<file path="config.mk">
export PLATFORM = sky130hd
export DESIGN_NAME = vlen_fetch_seq
export DESIGN_NICKNAME = d
export VERILOG_FILES = /design/src/rtl/vlen_pkg.sv /design/src/rtl/vlen_decode.sv /design/src/rtl/vlen_ctrl.sv /design/src/rtl/vlen_datapath.sv /design/src/rtl/vlen_fetch_seq.sv
export SDC_FILE = /design/constraint.sdc
export NUM_CORES = 1
export LEC_CHECK = 0
export ABC_AREA = 1
export BUFFER_PORTS_ARGS = -buffer_cell sky130_fd_sc_hd__buf_2
export CAP_MARGIN = 25
export CORE_MARGIN = 3
export CORE_UTILIZATION = 63
export CTS_CLUSTER_SIZE = 25
export DETAILED_ROUTE_END_ITERATION = 10
export PLACE_DENSITY = 0.87
export SETUP_SLACK_MARGIN = 0.3
export SYNTH_ARGS = -nofsm -noshare
export SYNTH_HDL_FRONTEND = slang
export SYNTH_SLANG_ARGS = --single-unit
</file>
<file path="constraint.sdc">
create_clock -name clk -period 6 [get_ports clk]
set_clock_uncertainty 0.2 [all_clocks]
set_input_delay 1.2 -clock clk [delete_from_list [all_inputs] [get_ports clk]]
set_output_delay 1.2 -clock clk [all_outputs]
set_load 0.05 [all_outputs]
</file>
<file path="src/rtl/vlen_pkg.sv">
package vlen_pkg;

  localparam logic [7:0] OPC_INCX = 8'h08;
  localparam logic [7:0] OPC_LDXI = 8'hCE;
  localparam logic [7:0] OPC_LDXM = 8'hFE;
  localparam logic [7:0] OPC_LDSI = 8'h8E;
  localparam logic [7:0] OPC_CALL = 8'hBD;
  localparam logic [7:0] OPC_STOP = 8'h3F;

  typedef enum logic [3:0] {
    ST_FETCH,
    ST_OPC,
    ST_OPHI,
    ST_OPLO,
    ST_MRDH,
    ST_MRDL,
    ST_MFIN,
    ST_PSHL,
    ST_PSHH,
    ST_HALT
  } seq_state_e;

  typedef enum logic [2:0] {
    K_INCX,
    K_LDXI,
    K_LDXM,
    K_LDSI,
    K_CALL,
    K_STOP,
    K_BAD
  } op_kind_e;

endpackage

</file>
<file path="src/rtl/vlen_decode.sv">
module vlen_decode
  import vlen_pkg::*;
(
  input  logic [7:0] opcode,
  output op_kind_e   kind
);

  always_comb begin
    case (opcode)
      OPC_INCX: kind = K_INCX;
      OPC_LDXI: kind = K_LDXI;
      OPC_LDXM: kind = K_LDXM;
      OPC_LDSI: kind = K_LDSI;
      OPC_CALL: kind = K_CALL;
      OPC_STOP: kind = K_STOP;
      default:  kind = K_BAD;
    endcase
  end

endmodule

</file>
<file path="src/rtl/vlen_ctrl.sv">
module vlen_ctrl
  import vlen_pkg::*;
(
  input  logic       clk,
  input  logic       rst_n,
  input  op_kind_e   kind_in,
  output seq_state_e state,
  output logic       pc_inc,
  output logic       pc_ld_ea,
  output logic       x_inc,
  output logic       x_ld_opnd,
  output logic       x_ld_mem,
  output logic       sp_ld_opnd,
  output logic       sp_dec,
  output logic       hi_cap,
  output logic       ea_cap,
  output logic       mhi_cap,
  output logic       done,
  output logic       illegal
);

  seq_state_e state_q, state_d;
  op_kind_e   kind_q, kind_d;
  logic       kind_en;
  logic       done_q, done_set;
  logic       ill_q, ill_set;

  // next-state and strobe decode
  always_comb begin
    state_d    = state_q;
    kind_en    = 1'b0;
    pc_inc     = 1'b0;
    pc_ld_ea   = 1'b0;
    x_inc      = 1'b0;
    x_ld_opnd  = 1'b0;
    x_ld_mem   = 1'b0;
    sp_ld_opnd = 1'b0;
    sp_dec     = 1'b0;
    hi_cap     = 1'b0;
    ea_cap     = 1'b0;
    mhi_cap    = 1'b0;
    done_set   = 1'b0;
    ill_set    = 1'b0;
    case (state_q)
      ST_FETCH: begin
        pc_inc  = 1'b1;
        state_d = ST_OPC;
      end
      ST_OPC: begin
        kind_en = 1'b1;
        case (kind_in)
          K_INCX: begin
            x_inc   = 1'b1;
            state_d = ST_FETCH;
          end
          K_STOP: begin
            done_set = 1'b1;
            state_d  = ST_HALT;
          end
          K_BAD: begin
            ill_set = 1'b1;
            state_d = ST_FETCH;
          end
          default: begin
            pc_inc  = 1'b1;
            state_d = ST_OPHI;
          end
        endcase
      end
      ST_OPHI: begin
        hi_cap  = 1'b1;
        pc_inc  = 1'b1;
        state_d = ST_OPLO;
      end
      ST_OPLO: begin
        case (kind_q)
          K_LDXI: begin
            x_ld_opnd = 1'b1;
            state_d   = ST_FETCH;
          end
          K_LDSI: begin
            sp_ld_opnd = 1'b1;
            state_d    = ST_FETCH;
          end
          K_LDXM: begin
            ea_cap  = 1'b1;
            state_d = ST_MRDH;
          end
          K_CALL: begin
            ea_cap  = 1'b1;
            state_d = ST_PSHL;
          end
          default: state_d = ST_FETCH;
        endcase
      end
      ST_MRDH: state_d = ST_MRDL;
      ST_MRDL: begin
        mhi_cap = 1'b1;
        state_d = ST_MFIN;
      end
      ST_MFIN: begin
        x_ld_mem = 1'b1;
        state_d  = ST_FETCH;
      end
      ST_PSHL: begin
        sp_dec  = 1'b1;
        state_d = ST_PSHH;
      end
      ST_PSHH: begin
        sp_dec   = 1'b1;
        pc_ld_ea = 1'b1;
        state_d  = ST_FETCH;
      end
      ST_HALT: state_d = ST_HALT;
      default: state_d = ST_FETCH;
    endcase
  end

  assign kind_d = kind_en ? kind_in : kind_q;

  always_ff @(posedge clk or negedge rst_n) begin
    if (!rst_n) begin
      state_q <= ST_FETCH;
      kind_q  <= K_INCX;
      done_q  <= 1'b0;
      ill_q   <= 1'b0;
    end else begin
      state_q <= state_d;
      kind_q  <= kind_d;
      if (done_set) done_q <= 1'b1;
      if (ill_set)  ill_q  <= 1'b1;
    end
  end

  assign state   = state_q;
  assign done    = done_q;
  assign illegal = ill_q;

endmodule

</file>
<file path="src/rtl/vlen_datapath.sv">
module vlen_datapath #(
  parameter int                DATA_W     = 8,
  parameter int                ADDR_W     = 2 * DATA_W,
  parameter logic [ADDR_W-1:0] START_ADDR = '0
) (
  input  logic              clk,
  input  logic              rst_n,
  input  logic [DATA_W-1:0] rdata,
  input  logic              pc_inc,
  input  logic              pc_ld_ea,
  input  logic              x_inc,
  input  logic              x_ld_opnd,
  input  logic              x_ld_mem,
  input  logic              sp_ld_opnd,
  input  logic              sp_dec,
  input  logic              hi_cap,
  input  logic              ea_cap,
  input  logic              mhi_cap,
  output logic [ADDR_W-1:0] pc,
  output logic [ADDR_W-1:0] x,
  output logic [ADDR_W-1:0] sp,
  output logic [ADDR_W-1:0] ea
);

  localparam logic [ADDR_W-1:0] ONE = ADDR_W'(1);

  logic [ADDR_W-1:0] pc_q, pc_d, x_q, x_d, sp_q, sp_d, ea_q, ea_d;
  logic [DATA_W-1:0] hi_q, hi_d, mhi_q, mhi_d;
  logic [ADDR_W-1:0] opnd;
  logic              pc_en, x_en, sp_en;

  assign opnd = {hi_q, rdata};

  always_comb begin
    pc_en = pc_inc | pc_ld_ea;
    pc_d  = pc_ld_ea ? ea_q : pc_q + ONE;

    x_en = x_inc | x_ld_opnd | x_ld_mem;
    if (x_ld_opnd)     x_d = opnd;
    else if (x_ld_mem) x_d = {mhi_q, rdata};
    else               x_d = x_q + ONE;

    sp_en = sp_ld_opnd | sp_dec;
    sp_d  = sp_ld_opnd ? opnd : sp_q - ONE;

    ea_d  = opnd;
    hi_d  = rdata;
    mhi_d = rdata;
  end

  always_ff @(posedge clk or negedge rst_n) begin
    if (!rst_n) begin
      pc_q  <= START_ADDR;
      x_q   <= '0;
      sp_q  <= '0;
      ea_q  <= '0;
      hi_q  <= '0;
      mhi_q <= '0;
    end else begin
      if (pc_en)   pc_q  <= pc_d;
      if (x_en)    x_q   <= x_d;
      if (sp_en)   sp_q  <= sp_d;
      if (ea_cap)  ea_q  <= ea_d;
      if (hi_cap)  hi_q  <= hi_d;
      if (mhi_cap) mhi_q <= mhi_d;
    end
  end

  assign pc = pc_q;
  assign x  = x_q;
  assign sp = sp_q;
  assign ea = ea_q;

endmodule

</file>
<file path="src/rtl/vlen_fetch_seq.sv">
module vlen_fetch_seq
  import vlen_pkg::*;
#(
  parameter int          DATA_W     = 8,
  parameter logic [15:0] START_ADDR = 16'hC000,
  parameter int          RST_STAGES = 2
) (
  input  logic        clk,
  input  logic        rst_n,
  output logic [15:0] mem_addr,
  input  logic [7:0]  mem_rdata,
  output logic        mem_we,
  output logic [7:0]  mem_wdata,
  output logic [15:0] pc_o,
  output logic [15:0] x_o,
  output logic [15:0] sp_o,
  output logic        done_o,
  output logic        illegal_o
);

  localparam int ADDR_W = 2 * DATA_W;

  logic rst_int_n;

  generate
    if (RST_STAGES <= 1) begin : g_sync1
      logic sync_q;
      always_ff @(posedge clk or negedge rst_n) begin
        if (!rst_n) sync_q <= 1'b0;
        else        sync_q <= 1'b1;
      end
      assign rst_int_n = sync_q;
    end else begin : g_syncn
      logic [RST_STAGES-1:0] sync_q;
      always_ff @(posedge clk or negedge rst_n) begin
        if (!rst_n) sync_q <= '0;
        else        sync_q <= {sync_q[RST_STAGES-2:0], 1'b1};
      end
      assign rst_int_n = sync_q[RST_STAGES-1];
    end
  endgenerate

  op_kind_e          kind;
  seq_state_e        state;
  logic              pc_inc, pc_ld_ea, x_inc, x_ld_opnd, x_ld_mem;
  logic              sp_ld_opnd, sp_dec, hi_cap, ea_cap, mhi_cap;
  logic [ADDR_W-1:0] pc, x, sp, ea;

  vlen_decode u_dec (
    .opcode (mem_rdata),
    .kind   (kind)
  );

  vlen_ctrl u_ctrl (
    .clk        (clk),
    .rst_n      (rst_int_n),
    .kind_in    (kind),
    .state      (state),
    .pc_inc     (pc_inc),
    .pc_ld_ea   (pc_ld_ea),
    .x_inc      (x_inc),
    .x_ld_opnd  (x_ld_opnd),
    .x_ld_mem   (x_ld_mem),
    .sp_ld_opnd (sp_ld_opnd),
    .sp_dec     (sp_dec),
    .hi_cap     (hi_cap),
    .ea_cap     (ea_cap),
    .mhi_cap    (mhi_cap),
    .done       (done_o),
    .illegal    (illegal_o)
  );

  vlen_datapath #(
    .DATA_W     (DATA_W),
    .ADDR_W     (ADDR_W),
    .START_ADDR (START_ADDR)
  ) u_dp (
    .clk        (clk),
    .rst_n      (rst_int_n),
    .rdata      (mem_rdata),
    .pc_inc     (pc_inc),
    .pc_ld_ea   (pc_ld_ea),
    .x_inc      (x_inc),
    .x_ld_opnd  (x_ld_opnd),
    .x_ld_mem   (x_ld_mem),
    .sp_ld_opnd (sp_ld_opnd),
    .sp_dec     (sp_dec),
    .hi_cap     (hi_cap),
    .ea_cap     (ea_cap),
    .mhi_cap    (mhi_cap),
    .pc         (pc),
    .x          (x),
    .sp         (sp),
    .ea         (ea)
  );

  // memory port steering
  always_comb begin
    case (state)
      ST_MRDH:          mem_addr = ea;
      ST_MRDL:          mem_addr = ea + ADDR_W'(1);
      ST_PSHL, ST_PSHH: mem_addr = sp;
      default:          mem_addr = pc;
    endcase
    mem_we    = (state == ST_PSHL) || (state == ST_PSHH);
    mem_wdata = (state == ST_PSHH) ? pc[ADDR_W-1:DATA_W] : pc[DATA_W-1:0];
  end

  assign pc_o = pc;
  assign x_o  = x;
  assign sp_o = sp;

endmodule

</file>
## Word-level counts from Yosys, hierarchy flattened

Index checks and enable logic that the tools add are counted.

| storage, ports and cells | value |
|---|---|
| input port bits | 10 |
| register bits | 91 |
| output and inout bits | 75 |
| logic and storage cells | 78 |

| cells by class | value |
|---|---|
| eq/ne operators | 21 |
| bitwise operators | 4 |
| multiplexer cells | 30 |
| reduce and logical (&&, ||, !) cells | 8 |
| add/sub/neg operators | 4 |

Operators by type and width:

| cell | number |
|---|---|
| $mux 16 | 4 |
| $add 16x1->16 const B | 3 |
| $pmux 16 s3 | 1 |
| $eq 8x8->1 const B | 4 |
| $pmux 4 s8 | 1 |
| $mux 1 | 19 |
| $pmux 3 s6 | 1 |
| $eq 4x3->1 const B | 4 |
| $sub 16x1->16 const B | 1 |
| $eq 3x3->1 const B | 3 |
| $eq 4x2->1 const B | 2 |
| $eq 4x4->1 const B | 2 |
| $eq 8x4->1 const B | 1 |
| $eq 8x6->1 const B | 1 |
| $mux 8 | 1 |
| $pmux 4 s2 | 1 |
| $reduce_or 2->1 | 4 |
| $eq 3x2->1 const B | 2 |
| $pmux 3 s2 | 1 |
| $eq 4x1->1 const B | 1 |
| $logic_not 4->1 | 1 |
| $or 1x1->1 | 4 |
| $eq 3x1->1 const B | 1 |
| $logic_not 3->1 | 1 |
| 3 further kinds | 3 |

## Logic depth before layout (Yosys ltp)

Gate-level depths: netlist (run 1).

| logic depth | value |
|---|---|
| word-level depth | 7 |
| depth in mapped cells | 11 |

## Modules after synthesis

From an unflattened synthesis (run 1), not the netlist that was laid out.

| second synthesis, totals | value |
|---|---|
| cell total of the unflattened synthesis | 853 |
| area total of the unflattened synthesis | 6119.6 µm² |

By module, submodules not included:

| module | cells each | area each (µm²) | times used |
|---|---|---|---|
| vlen_datapath | 554 | 4403.0 | 1 |
| vlen_fetch_seq | 187 | 1003.5 | 1 |
| vlen_ctrl | 73 | 538.0 | 1 |
| vlen_decode | 39 | 175.2 | 1 |

## Worst setup path before layout (run 1)

No wires, ideal clock.

| timing | value |
|---|---|
| kind | flip-flop to output port |
| start | register u_ctrl.state_q[0] (netlist: u_ctrl.state[0]) |
| end | output port mem_wdata[1] |
| cell stages (with the launch flop) | 5 |
| slack | 2.606 ns |
| data required time | 4.600 ns |
| arrival time | 1.994 ns |
| path buffers | 1 |
| path through | dfrtp_1 nor2_1 nand2_2 clkbuf_1 o21ai_0 |

| on the way | value |
|---|---|
| longest elaborated chain between the ends | 2 |

Ends and longest elaborated chain:

| item | line | RTL |
|---|---|---|
| start, declared | vlen_ctrl.sv:22 | `seq_state_e state_q, state_d;` |
| start signal, assigned | vlen_ctrl.sv:128 | `state_q <= state_d;` |
| $eq 4x4->1 | vlen_fetch_seq.sv:106 | `mem_wdata = (state == ST_PSHH) ? pc[ADDR_W-1:DATA_W] : pc[DATA_W-1:0];` |
| $mux 8 | vlen_fetch_seq.sv:106 |  |
| end, declared | vlen_fetch_seq.sv:13 | `output logic [7:0] mem_wdata,` |

No other way between the ends.

## Worst setup path after layout (run 1)

| timing | value |
|---|---|
| start | register u_ctrl.state_q[3] (netlist: u_ctrl.state[3]) |
| end | output port mem_addr[4] |

| on the way | value |
|---|---|
| longest elaborated chain between the ends | 3 |
| elaborated cells between the ends (all ways) | 6 |
| classes of those cells | 4 x eq/ne; 1 x mux; 1 x reduce/logical |

Ends and longest elaborated chain:

| item | line | RTL |
|---|---|---|
| $eq 4x3->1 / $eq 4x4->1 (equally long branches) | vlen_fetch_seq.sv:99 | `case (state)` |
| $reduce_or 2->1 (no source line) | n/a |  |
| $pmux 16 s3 (*) | vlen_fetch_seq.sv:99 |  |
| end, declared | vlen_fetch_seq.sv:10 | `output logic [15:0] mem_addr,` |

Every way passes the cells marked *; elsewhere a longest branch is shown, timed or not.

==> results of run 1 <==
-- cell usage in the layout, fill, tap and decap left out, types with 10 or more instances in the layout --
| cell | n |
|---|---|
| clkbuf_8 | 10 |
| buf_2 | 84 |
| nand2_1 | 332 |
| a21oi_1 | 14 |
| nand4_1 | 27 |
| nor2_1 | 103 |
| dfrtp_1 | 88 |
| o21ai_0 | 69 |
| inv_1 | 82 |
| xor2_1 | 15 |
| nand3_1 | 89 |
-- registers in the layout (all words and copies together) (netlist names) --
signal	flops
u_dp.ea	16
u_ctrl.state	4
u_dp.sp	16
u_dp.pc	16
u_ctrl.kind_q	3
u_dp.hi_q	8
g_syncn.sync_q	2
u_dp.mhi_q	8
u_dp.x	16
u_ctrl.done	1
u_ctrl.illegal	1
-- per-layer routing --
layer | track usage [%] | routed length, µm
met5 | 0 | 0
met4 | 9.40 | 630
met3 | 5.11 | 1740
met2 | 54.6 | 8140
met1 | 46.6 | 7260
-- critical path: cells and delay by family (launching register included) --
family / cells / cell delay [ns]
flip-flops: 1 / 0.39
AO/OA/AOI/OAI: 2 / 0.74
buffers and inverters: 3 / 0.69
AND/OR/NAND/NOR: 4 / 0.74
-- how the worst min path moves through the flow --
stage / start / end / slack (ns) / depth (start not counted)
after floorplan: g_syncn.sync_q[0] / g_syncn.sync_q[1] / 0.13 / 0
after global placement: g_syncn.sync_q[1] / u_dp.x[0] / 0.06 / 0
after detailed placement: g_syncn.sync_q[1] / u_dp.x[0] / 0.06 / 0
after CTS: g_syncn.sync_q[1] / u_dp.x[0] / 0.07 / 0
after global routing: g_syncn.sync_q[1] / u_dp.x[0] / 0.09 / 0
final: g_syncn.sync_q[1] / u_dp.x[0] / 0.05 / 0
-- cell type report --
class                      instances  area share [%]
clock buffer                      10            2.05
inverter                          88            4.93
clock inverter                     6            1.14
timing repair buffer              87            6.61
tap                              129            2.41
multi-input combinational        710            48.8
sequential                        91            34.1
-- synthesized netlist by cell type, types with 2 or more instances --
| library cell | instances | area share, % |
|---|---|---|
| o21bai_1 | 6 | 0.75 |
| nand4_1 | 27 | 2.8 |
| o221ai_1 | 3 | 0.44 |
| o21a_1 | 2 | 0.25 |
| nand2_1 | 332 | 21 |
| a21oi_1 | 14 | 1.2 |
| xnor2_1 | 5 | 0.73 |
| a31oi_1 | 6 | 0.62 |
| xor2_1 | 15 | 2.2 |
| dfstp_2 | 2 | 0.87 |
| clkbuf_1 | 11 | 0.69 |
| inv_2 | 6 | 0.37 |
| nand2_2 | 5 | 0.52 |
| nand3b_1 | 2 | 0.25 |
| or2_2 | 3 | 0.31 |
| dfrtp_1 | 89 | 37 |
| nor2_1 | 103 | 6.4 |
| inv_1 | 82 | 5.1 |
| ha_1 | 4 | 0.83 |
| o211ai_1 | 2 | 0.25 |
| buf_2 | 15 | 1.2 |
| o21ai_0 | 69 | 5.7 |
| nand3_1 | 89 | 7.4 |
| nor2_2 | 6 | 0.62 |
| nor3_1 | 5 | 0.42 |
| o2111ai_1 | 6 | 0.87 |
-- where the power goes --
group / switching (W) / internal [W]
Sequential: 0.000275 / 0.000797
Clock: 0.000243 / 0.000213
Combinational: 0.00114 / 0.000394
-- metrics by stage --
| stage | power [W] | cells | setup slack (ns) |
|---|---|---|---|
| global placement | 0.00254 | 1105 | 2.22 |
| global route | 0.00325 | 1121 | 1.46 |
| finish | 0.00307 | 1121 | 1.67 |
| CTS | 0.00304 | 1121 | 1.75 |
| floorplan | 0.00219 | 918 | 2.61 |
| detailed placement | 0.00257 | 1105 | 2.18 |
-- cells by family (layout without fill, tap and decap cells) --
logic type,count (synthesis),count (layout)
DFF,91,91
other,1,1
buffers and inverters,117,191
AOI/OAI and AO/OA,109,109
adders and majority gates,4,4
and+or+nand+nor,576,576
xor gates and xnor gates,20,20
==> flow_metrics.env, run 1 <==
export IMPL_ys_seq_area_share_pct=37.9
export IMPL_port_buffers=84
export IMPL_postCtsHoldBufs=0
export IMPL_cts_buffers_inserted=9
export IMPL_fillCellCount=839
export IMPL_multi_input_area_mm2=0.00327
export IMPL_seqCellArea_mm2=0.00228
export IMPL_clk_latency_ns=0.38
export IMPL_wl_mm=17.8
export IMPL_max_freq_ghz=0.231
export IMPL_synth_edf_count=0
export IMPL_critical_path_cell_chain="inv_1 > nor2_1 > nand2_2 > nand2_1 > buf_4 > a21oi_2 > nand2_1 > o2111ai_1 > buf_2"
export IMPL_fin_util_pct=72.5
export IMPL_layout_drive_gt1_share_pct=13.1
export IMPL_n_antenna_cell=0
export IMPL_rsz0062_at_grt="no"
export IMPL_crit_path_frequent_cell="nand2_1"
export IMPL_arrival_ns=2.93
export IMPL_drc=0
export IMPL_dieArea_mm2=0.0108
export IMPL_tns_ns=0
export IMPL_r2r_end="u_dp.pc[5]"
export IMPL_worst_slew_pin_slew_ns=1.00
export IMPL_grt_max_degree=63
export IMPL_slowest_delay_ns=0.61
export IMPL_synthAdderAreaFrac_pct=0.832
export IMPL_nets=1001
export IMPL_cts_max_level=3
export IMPL_holdCritPathClass="reg2async"
export IMPL_setup_viol_count_final=0
export IMPL_cts_buffer_depth=2
export IMPL_timing_critical_path_fanout_max=36
export IMPL_grt_use_total_pct=33.4
export IMPL_crit_path_start_kind="flip-flop"
export IMPL_crit_type="reg2out"
export IMPL_netlist_instances=918
export IMPL_place_area_mm2=0.00648
export IMPL_slew_viol_final=0
export IMPL_yosys_warnings=0
export IMPL_syn_cell_area_mm2=0.00602
export IMPL_status="completed"
export IMPL_setup_worst_path_end="mem_addr[4]"
export IMPL_ys_seq_elements=91
export IMPL_cts_tree="yes"
export IMPL_drv_cap=0
export IMPL_path_clk_slew_ns=0.09
export IMPL_place_hpwl_mm=12.8
export IMPL_cp_slowest_cell="a21oi_2"
export IMPL_avgSynthCellArea_um2=6.55
export IMPL_synth_top_family_by_area="simple AND/OR/NAND/NOR gates"
export IMPL_vias=6394
export IMPL_area_growth_syn_to_layout_pct=11.4
export IMPL_endpoint_kind="output port"
export IMPL_finalCriticalPeriod_ns=4.33
export IMPL_synthMuxAreaShare_pct=0
export IMPL_grt_pass1_vias=5777
export IMPL_ys_async_sr_fraction_pct=100
export IMPL_root_buffer="clkbuf_8"
export IMPL_leakage_nw=3.53
export IMPL_num_io_pins=85
export IMPL_finalHoldViolCount=0
export IMPL_clock_sinks=91
export IMPL_drt_pass1_iter_count=7
export IMPL_grt_overflow=0
export IMPL_whs_ns=0.0465
export IMPL_antenna_found_initial=0
export IMPL_ir_drop_v=0.000236
export IMPL_synthFlopType="dfrtp_1"
export IMPL_required_ns=4.60
export IMPL_cts_setup_buffers=0
export IMPL_grt_pass1_wl_mm=29.4
export IMPL_post_cts_resized=0
export IMPL_ant_nets=0
export IMPL_dieHeight_um=104
export IMPL_power_density_mw_per_mm2=458
export IMPL_fp_dieW_um=104
export IMPL_wl_per_cell_um=15.8
export IMPL_rr_worst_depth=8
export IMPL_rr_startpoint="u_ctrl.state[3]"
export IMPL_synth_compound_area_share_pct=10.2
export IMPL_synth_simple_gate_area_share_pct=40.3
export IMPL_syn_num_nets=932
export IMPL_num_rows=35
export IMPL_synth_xor_area_share_pct=2.91
export IMPL_first_iter_violations=744
export IMPL_synthDistinctLibCells=35
export IMPL_reg2reg_slack_ns=3.02
export IMPL_fin_area_mm2=0.00670
export IMPL_drt_vias_per_instance=5.70
export IMPL_gp_congestion=0.983
export IMPL_relSlewSlack_pct=32.9
export IMPL_period_share_pct=72.2
export IMPL_initial_core_util_pct=65.1
export IMPL_critPathLaunch="u_ctrl.state[3]"
export IMPL_core_area_mm2=0.00924
Power figures use the tool's default switching activity.
==> run 2, diff against run 1 <==
--- a/config.mk
+++ b/config.mk
@@ -9,10 +9,10 @@
 export BUFFER_PORTS_ARGS = -buffer_cell sky130_fd_sc_hd__buf_2
 export CAP_MARGIN = 25
 export CORE_MARGIN = 3
-export CORE_UTILIZATION = 63
+export CORE_UTILIZATION = 58
 export CTS_CLUSTER_SIZE = 25
 export DETAILED_ROUTE_END_ITERATION = 10
-export PLACE_DENSITY = 0.87
+export PLACE_DENSITY = 0.81
 export SETUP_SLACK_MARGIN = 0.3
 export SYNTH_ARGS = -nofsm -noshare
 export SYNTH_HDL_FRONTEND = slang
==> constraint.sdc (replaced) <==
create_clock -name clk -period 4.1 [get_ports clk]
set_clock_uncertainty 0.2 [all_clocks]
set_input_delay 0.82 -clock clk [delete_from_list [all_inputs] [get_ports clk]]
set_output_delay 0.82 -clock clk [all_outputs]
set_load 0.05 [all_outputs]
==> run 2 against run 1 <==
Against the previous run:
- worst setup slack got worse by 0.98 ns
- via count is 1.1% lower
- worst hold slack better by 0.12 ns
- global-route usage down 1.7 points
- largest cell class unchanged
- highest routed layer unchanged
==> flow_metrics.env, run 2 (synthesized netlist as in run 1, its figures left out) <==
export IMPL_status="completed"
export IMPL_endpoint_kind="output port"
export IMPL_cts_buffers_inserted=9
export IMPL_holdCritPathClass="reg2reg"
export IMPL_grt_use_total_pct=31.8
export IMPL_fp_dieW_um=108
export IMPL_slew_viol_final=0
export IMPL_tns_ns=0
export IMPL_reg2reg_slack_ns=1.48
export IMPL_first_iter_violations=538
export IMPL_power_w=0.00442
export IMPL_nets=1005
export IMPL_rr_worst_depth=9
export IMPL_place_area_mm2=0.00651
export IMPL_path_clk_slew_ns=0.09
export IMPL_layout_common_cells="332 x nand2_1, 103 x nor2_1, 89 x nand3_1, 88 x dfrtp_1, 84 x buf_2"
export IMPL_cp_slowest_cell="dfrtp_1"
export IMPL_place_hpwl_mm=13.1
export IMPL_root_buffer="clkbuf_8"
export IMPL_rsz0062_at_grt="no"
export IMPL_setup_worst_path_end="mem_addr[1]"
export IMPL_grt_overflow=0
export IMPL_cts_buffer_depth=2
export IMPL_ir_drop_v=0.000477
export IMPL_cts_tree="yes"
export IMPL_drt_vias_per_instance=5.60
export IMPL_crit_type="reg2out"
export IMPL_dieArea_mm2=0.0116
export IMPL_power_density_mw_per_mm2=657
export IMPL_layout_drive_gt1_share_pct=13.4
export IMPL_max_freq_ghz=0.294
export IMPL_vias=6322
export IMPL_num_io_pins=85
export IMPL_core_area_mm2=0.00991
export IMPL_rr_startpoint="u_ctrl.state[2]"
export IMPL_critPathLaunch="u_ctrl.state[3]"
export IMPL_wl_per_cell_um=15.7
export IMPL_whs_ns=0.168
export IMPL_grt_max_degree=66
export IMPL_fin_area_mm2=0.00672
export IMPL_cp_num_buf_inv=5
export IMPL_critical_path_cell_chain="inv_1 > nand2_1 > inv_2 > nand3_1 > nand2_1 > buf_4 > inv_1 > o2111ai_1 > buf_2"
export IMPL_port_buffers=84
export IMPL_crit_path_start_kind="flip-flop"
export IMPL_area_growth_syn_to_layout_pct=11.7
export IMPL_clock_sinks=91
export IMPL_final_common_cell="nand2_1"
export IMPL_cp_depth=9
export IMPL_drc=0
export IMPL_setup_viol_count_final=0
export IMPL_cts_max_level=3
export IMPL_r2r_end="u_dp.x[15]"
export IMPL_initial_core_util_pct=60.7
export IMPL_slowest_delay_ns=0.39
export IMPL_wl_mm=17.7
export IMPL_fin_util_pct=67.8
export IMPL_clk_latency_ns=0.38
export IMPL_worst_slew_pin_slew_ns=0.930
export IMPL_arrival_ns=2.38
export IMPL_ant_nets=0
export IMPL_grt_pass1_wl_mm=29.0
export IMPL_finalCriticalPeriod_ns=3.40
export IMPL_antenna_found_initial=0
export IMPL_n_antenna_cell=0
export IMPL_drt_pass1_iter_count=7
export IMPL_drv_cap=0
export IMPL_post_cts_resized=0
export IMPL_period_share_pct=83.0
export IMPL_leakage_nw=3.53
export IMPL_num_rows=36
export IMPL_required_ns=3.08
export IMPL_dieHeight_um=108
export IMPL_grt_pass1_vias=5674
export IMPL_crit_family="buffers and inverters"
export IMPL_finalHoldViolCount=0
export IMPL_timing_critical_path_fanout_max=30
export IMPL_gp_congestion=0.948
export IMPL_relSlewSlack_pct=38.0
run 2: cell types whose count changed in the layout (fill, tap and decap cells not counted), sizes merged:
cell         before  now
clkinv            0    2
buf              87   90
clkbuf           10   11
dlygate4sd3       0    1
clkinvlp          0    1
bufinv            1    0
inv              93   90
run 2: how the worst min path moves through the flow:
stage	cells after the start	end	from	slack [ns]
6_report	0	g_syncn.sync_q[1]	g_syncn.sync_q[0]	0.17
5_1_grt	0	g_syncn.sync_q[1]	g_syncn.sync_q[0]	0.19
4_1_cts	0	g_syncn.sync_q[1]	g_syncn.sync_q[0]	0.17
3_5_place_dp	0	g_syncn.sync_q[1]	g_syncn.sync_q[0]	0.14
3_3_place_gp	0	g_syncn.sync_q[1]	g_syncn.sync_q[0]	0.13
2_1_floorplan	0	g_syncn.sync_q[1]	g_syncn.sync_q[0]	0.13
run 2: routing by layer:
layer,share of wire (%),vias to the layer above,global-route usage [%]
met5,0,-,0
met4,2.3,0,10.6
met3,7.8,37,4.80
met2,47,266,50.5
met1,43,2909,44.5
li1,-,3110,-
run 2: power by group:
| part | internal (W) | switching (W) |
|---|---|---|
| Combinational | 0.000588 | 0.00164 |
| Clock | 0.000262 | 0.000348 |
| Sequential | 0.00117 | 0.000408 |
run 2: worst register-to-register path: cells and delay by family (launching register included):
kind / cells / cell delay, ns
AOI/OAI and AO/OA: 1 / 0.16
buffers and inverters: 3 / 0.55
DFF: 1 / 0.43
and+or+nand+nor: 5 / 1.22
run 2: area by class of cell:
| cell class | instances | area (µm²) |
|---|---|---|
| Multi-Input combinational cell | 710 | 3270 |
| Inverter | 88 | 330 |
| Timing Repair Buffer | 91 | 475 |
| Clock inverter | 5 | 45.0 |
| Fill cell | 976 | 3190 |
| Sequential cell | 91 | 2280 |
| Tap cell | 133 | 166 |
| Clock buffer | 11 | 151 |
run 2: timing repair:
action / in CTS / in global routing
hold buffers: 1 / 0
buffers inserted: 0 / 0
hold endpoints to repair: 2 / 0
run 2: metrics by stage:
stage	setup slack, ns	cells
2_1_floorplan	1.09	918
3_3_place_gp	1.20	1112
3_5_place_dp	1.14	1112
4_1_cts	0.715	1129
5_1_grt	0.521	1129
6_report	0.696	1129
==> run 3, diff against run 2 <==
--- a/config.mk
+++ b/config.mk
@@ -9,10 +9,10 @@
 export BUFFER_PORTS_ARGS = -buffer_cell sky130_fd_sc_hd__buf_2
 export CAP_MARGIN = 25
 export CORE_MARGIN = 3
-export CORE_UTILIZATION = 58
+export CORE_UTILIZATION = 53
 export CTS_CLUSTER_SIZE = 25
 export DETAILED_ROUTE_END_ITERATION = 10
-export PLACE_DENSITY = 0.81
+export PLACE_DENSITY = 0.78
 export SETUP_SLACK_MARGIN = 0.3
 export SYNTH_ARGS = -nofsm -noshare
 export SYNTH_HDL_FRONTEND = slang
==> constraint.sdc (replaced) <==
create_clock -name clk -period 2.8 [get_ports clk]
set_clock_uncertainty 0.2 [all_clocks]
set_input_delay 0.56 -clock clk [delete_from_list [all_inputs] [get_ports clk]]
set_output_delay 0.56 -clock clk [all_outputs]
set_load 0.05 [all_outputs]
==> run 3 against run 2 <==
Against the previous run:
- clock power up 110%
- total power rose by 76%
- sequential power is 48% higher
- critical path type unchanged
==> flow_metrics.env, run 3 (synthesized netlist as in run 1, its figures left out) <==
export IMPL_status="completed"
export IMPL_finalCriticalPeriod_ns=2.72
export IMPL_wl_met3_mm=1.56
export IMPL_cp_num_buf_inv=4
export IMPL_grt_pass1_vias=6126
export IMPL_drc=0
export IMPL_n_antenna_cell=0
export IMPL_tns_ns=0
export IMPL_top_layer="met4"
export IMPL_crit_path_frequent_cell="buf_6"
export IMPL_gp_congestion=0.890
export IMPL_fin_util_pct=69.7
export IMPL_fp_dieW_um=113
export IMPL_rsz0062_at_grt="yes"
export IMPL_cp_slowest_cell="dfrtp_2"
export IMPL_arrival_ns=1.96
export IMPL_drt_vias_per_instance=5.74
export IMPL_layout_common_cells="318 x nand2_1, 96 x nor2_1, 84 x nand3_1, 75 x dfrtp_1, 73 x inv_1"
export IMPL_wl_met2_mm=9.34
export IMPL_finalHoldViolCount=0
export IMPL_timing_critical_path_fanout_max=6
export IMPL_dieArea_mm2=0.0127
export IMPL_first_iter_violations=899
export IMPL_drt_pass1_iter_count=7
export IMPL_cts_buffer_depth=2
export IMPL_rr_worst_depth=10
export IMPL_final_common_cell="nand2_1"
export IMPL_leakage_nw=3.83
export IMPL_fin_cells=1177
export IMPL_ir_drop_v=0.000745
export IMPL_place_hpwl_mm=13.0
export IMPL_dieHeight_um=113
export IMPL_antenna_found_initial=0
export IMPL_cts_max_level=3
export IMPL_grt_pass1_wl_mm=31.1
export IMPL_wl_per_cell_um=17.0
export IMPL_worst_slew_pin_slew_ns=0.589
export IMPL_wl_met1_mm=8.40
export IMPL_dpl_cell_count=1127
export IMPL_relSlewSlack_pct=60.7
export IMPL_num_rows=38
export IMPL_required_ns=2.04
export IMPL_whs_ns=0.142
export IMPL_clk_latency_ns=0.35
export IMPL_slew_viol_final=0
export IMPL_power_density_mw_per_mm2=1020
export IMPL_cts_tree="yes"
export IMPL_wl_mm=20.0
export IMPL_cts_buffers_inserted=9
export IMPL_grt_max_degree=49
export IMPL_endpoint_kind="output port"
export IMPL_area_growth_syn_to_layout_pct=27.2
export IMPL_crit_type="reg2out"
export IMPL_r2r_end="u_dp.x[1]"
export IMPL_port_buffers=84
export IMPL_clock_sinks=91
export IMPL_initial_core_util_pct=54.8
export IMPL_num_io_pins=85
export IMPL_root_buffer="clkbuf_16"
export IMPL_fillCellCount=898
export IMPL_period_share_pct=97.0
export IMPL_layout_drive_gt1_share_pct=22.4
export IMPL_drv_cap=0
export IMPL_holdCritPathClass="reg2async"
export IMPL_reg2reg_slack_ns=0.46
export IMPL_slowest_delay_ns=0.46
export IMPL_nets=1046
export IMPL_max_freq_ghz=0.368
export IMPL_crit_family="buffers and inverters"
export IMPL_rr_startpoint="u_ctrl.state[0]"
export IMPL_ant_nets=0
export IMPL_path_clk_slew_ns=0.07
export IMPL_critical_path_cell_chain="inv_4 > nand2_4 > nor2_4 > buf_6 > clkbuf_16 > nand3_1 > o2111ai_2 > buf_6"
export IMPL_grt_use_total_pct=30.2
export IMPL_grt_overflow=0
export IMPL_setup_viol_count_final=0
export IMPL_vias=6758
export IMPL_crit_path_start_kind="flip-flop"
export IMPL_core_area_mm2=0.0110
==> run 3: where the power goes <==
group	internal (W)	total, W	leakage [nW]	switching, W
logic	0.00139	0.00417	2.64	0.00278
registers	0.00173	0.00233	1.05	0.000599
clock network	0.000723	0.00127	0.142	0.000547
==> run 3: metal layers <==
layer	vias to the layer above	global-route usage, %
met5	-	0
li1	3188	-
met2	358	47.6
met3	56	4.74
met1	3156	41.2
met4	0	13.4
==> run 3: per-stage QoR <==
stage / area, µm² / power (W) / worst slack (ns)
finish: 7650 / 0.00777 / 0.0847
global route: 7650 / 0.00820 / 0.0818
CTS: 7400 / 0.00736 / 0.202
detailed placement: 6620 / 0.00558 / 0.351
global placement: 6620 / 0.00552 / 0.405
floorplan: 6050 / 0.00472 / 0.0463
==> run 3: how the worst max path moves through the flow <==
stage	slack, ns	to	start	cells after the start
global route	0.08	mem_addr[3]	u_ctrl.state[2]	9
global placement	0.41	mem_addr[0]	u_ctrl.state[3]	8
floorplan	0.05	mem_wdata[1]	u_ctrl.state[0]	4
CTS	0.20	mem_addr[3]	u_ctrl.state[2]	9
detailed placement	0.35	mem_addr[1]	u_ctrl.state[3]	8
finish	0.08	mem_addr[2]	u_ctrl.state[1]	8
==> run 3: layout make-up <==
class / count / area [µm²] / share of cell area [%]
clock inverters: 6 / 70.1 / 0.916
clock buffers: 10 / 239 / 3.12
multi-input cells: 710 / 3470 / 45.4
flip-flops and latches: 91 / 2300 / 30.1
repair buffers: 132 / 1040 / 13.6
well taps: 140 / 175 / 2.29
inverters: 88 / 355 / 4.64
==> run 3: repair_timing <==
item / CTS / global route
pin swaps: 13 / 6
hold buffers: 1 / 0
buffers inserted: 15 / 15
gates cloned: 2 / 1
hold endpoints to repair: 2 / 0
resized for setup: 95 / 43
endpoints found under the setup margin: 23 / 39
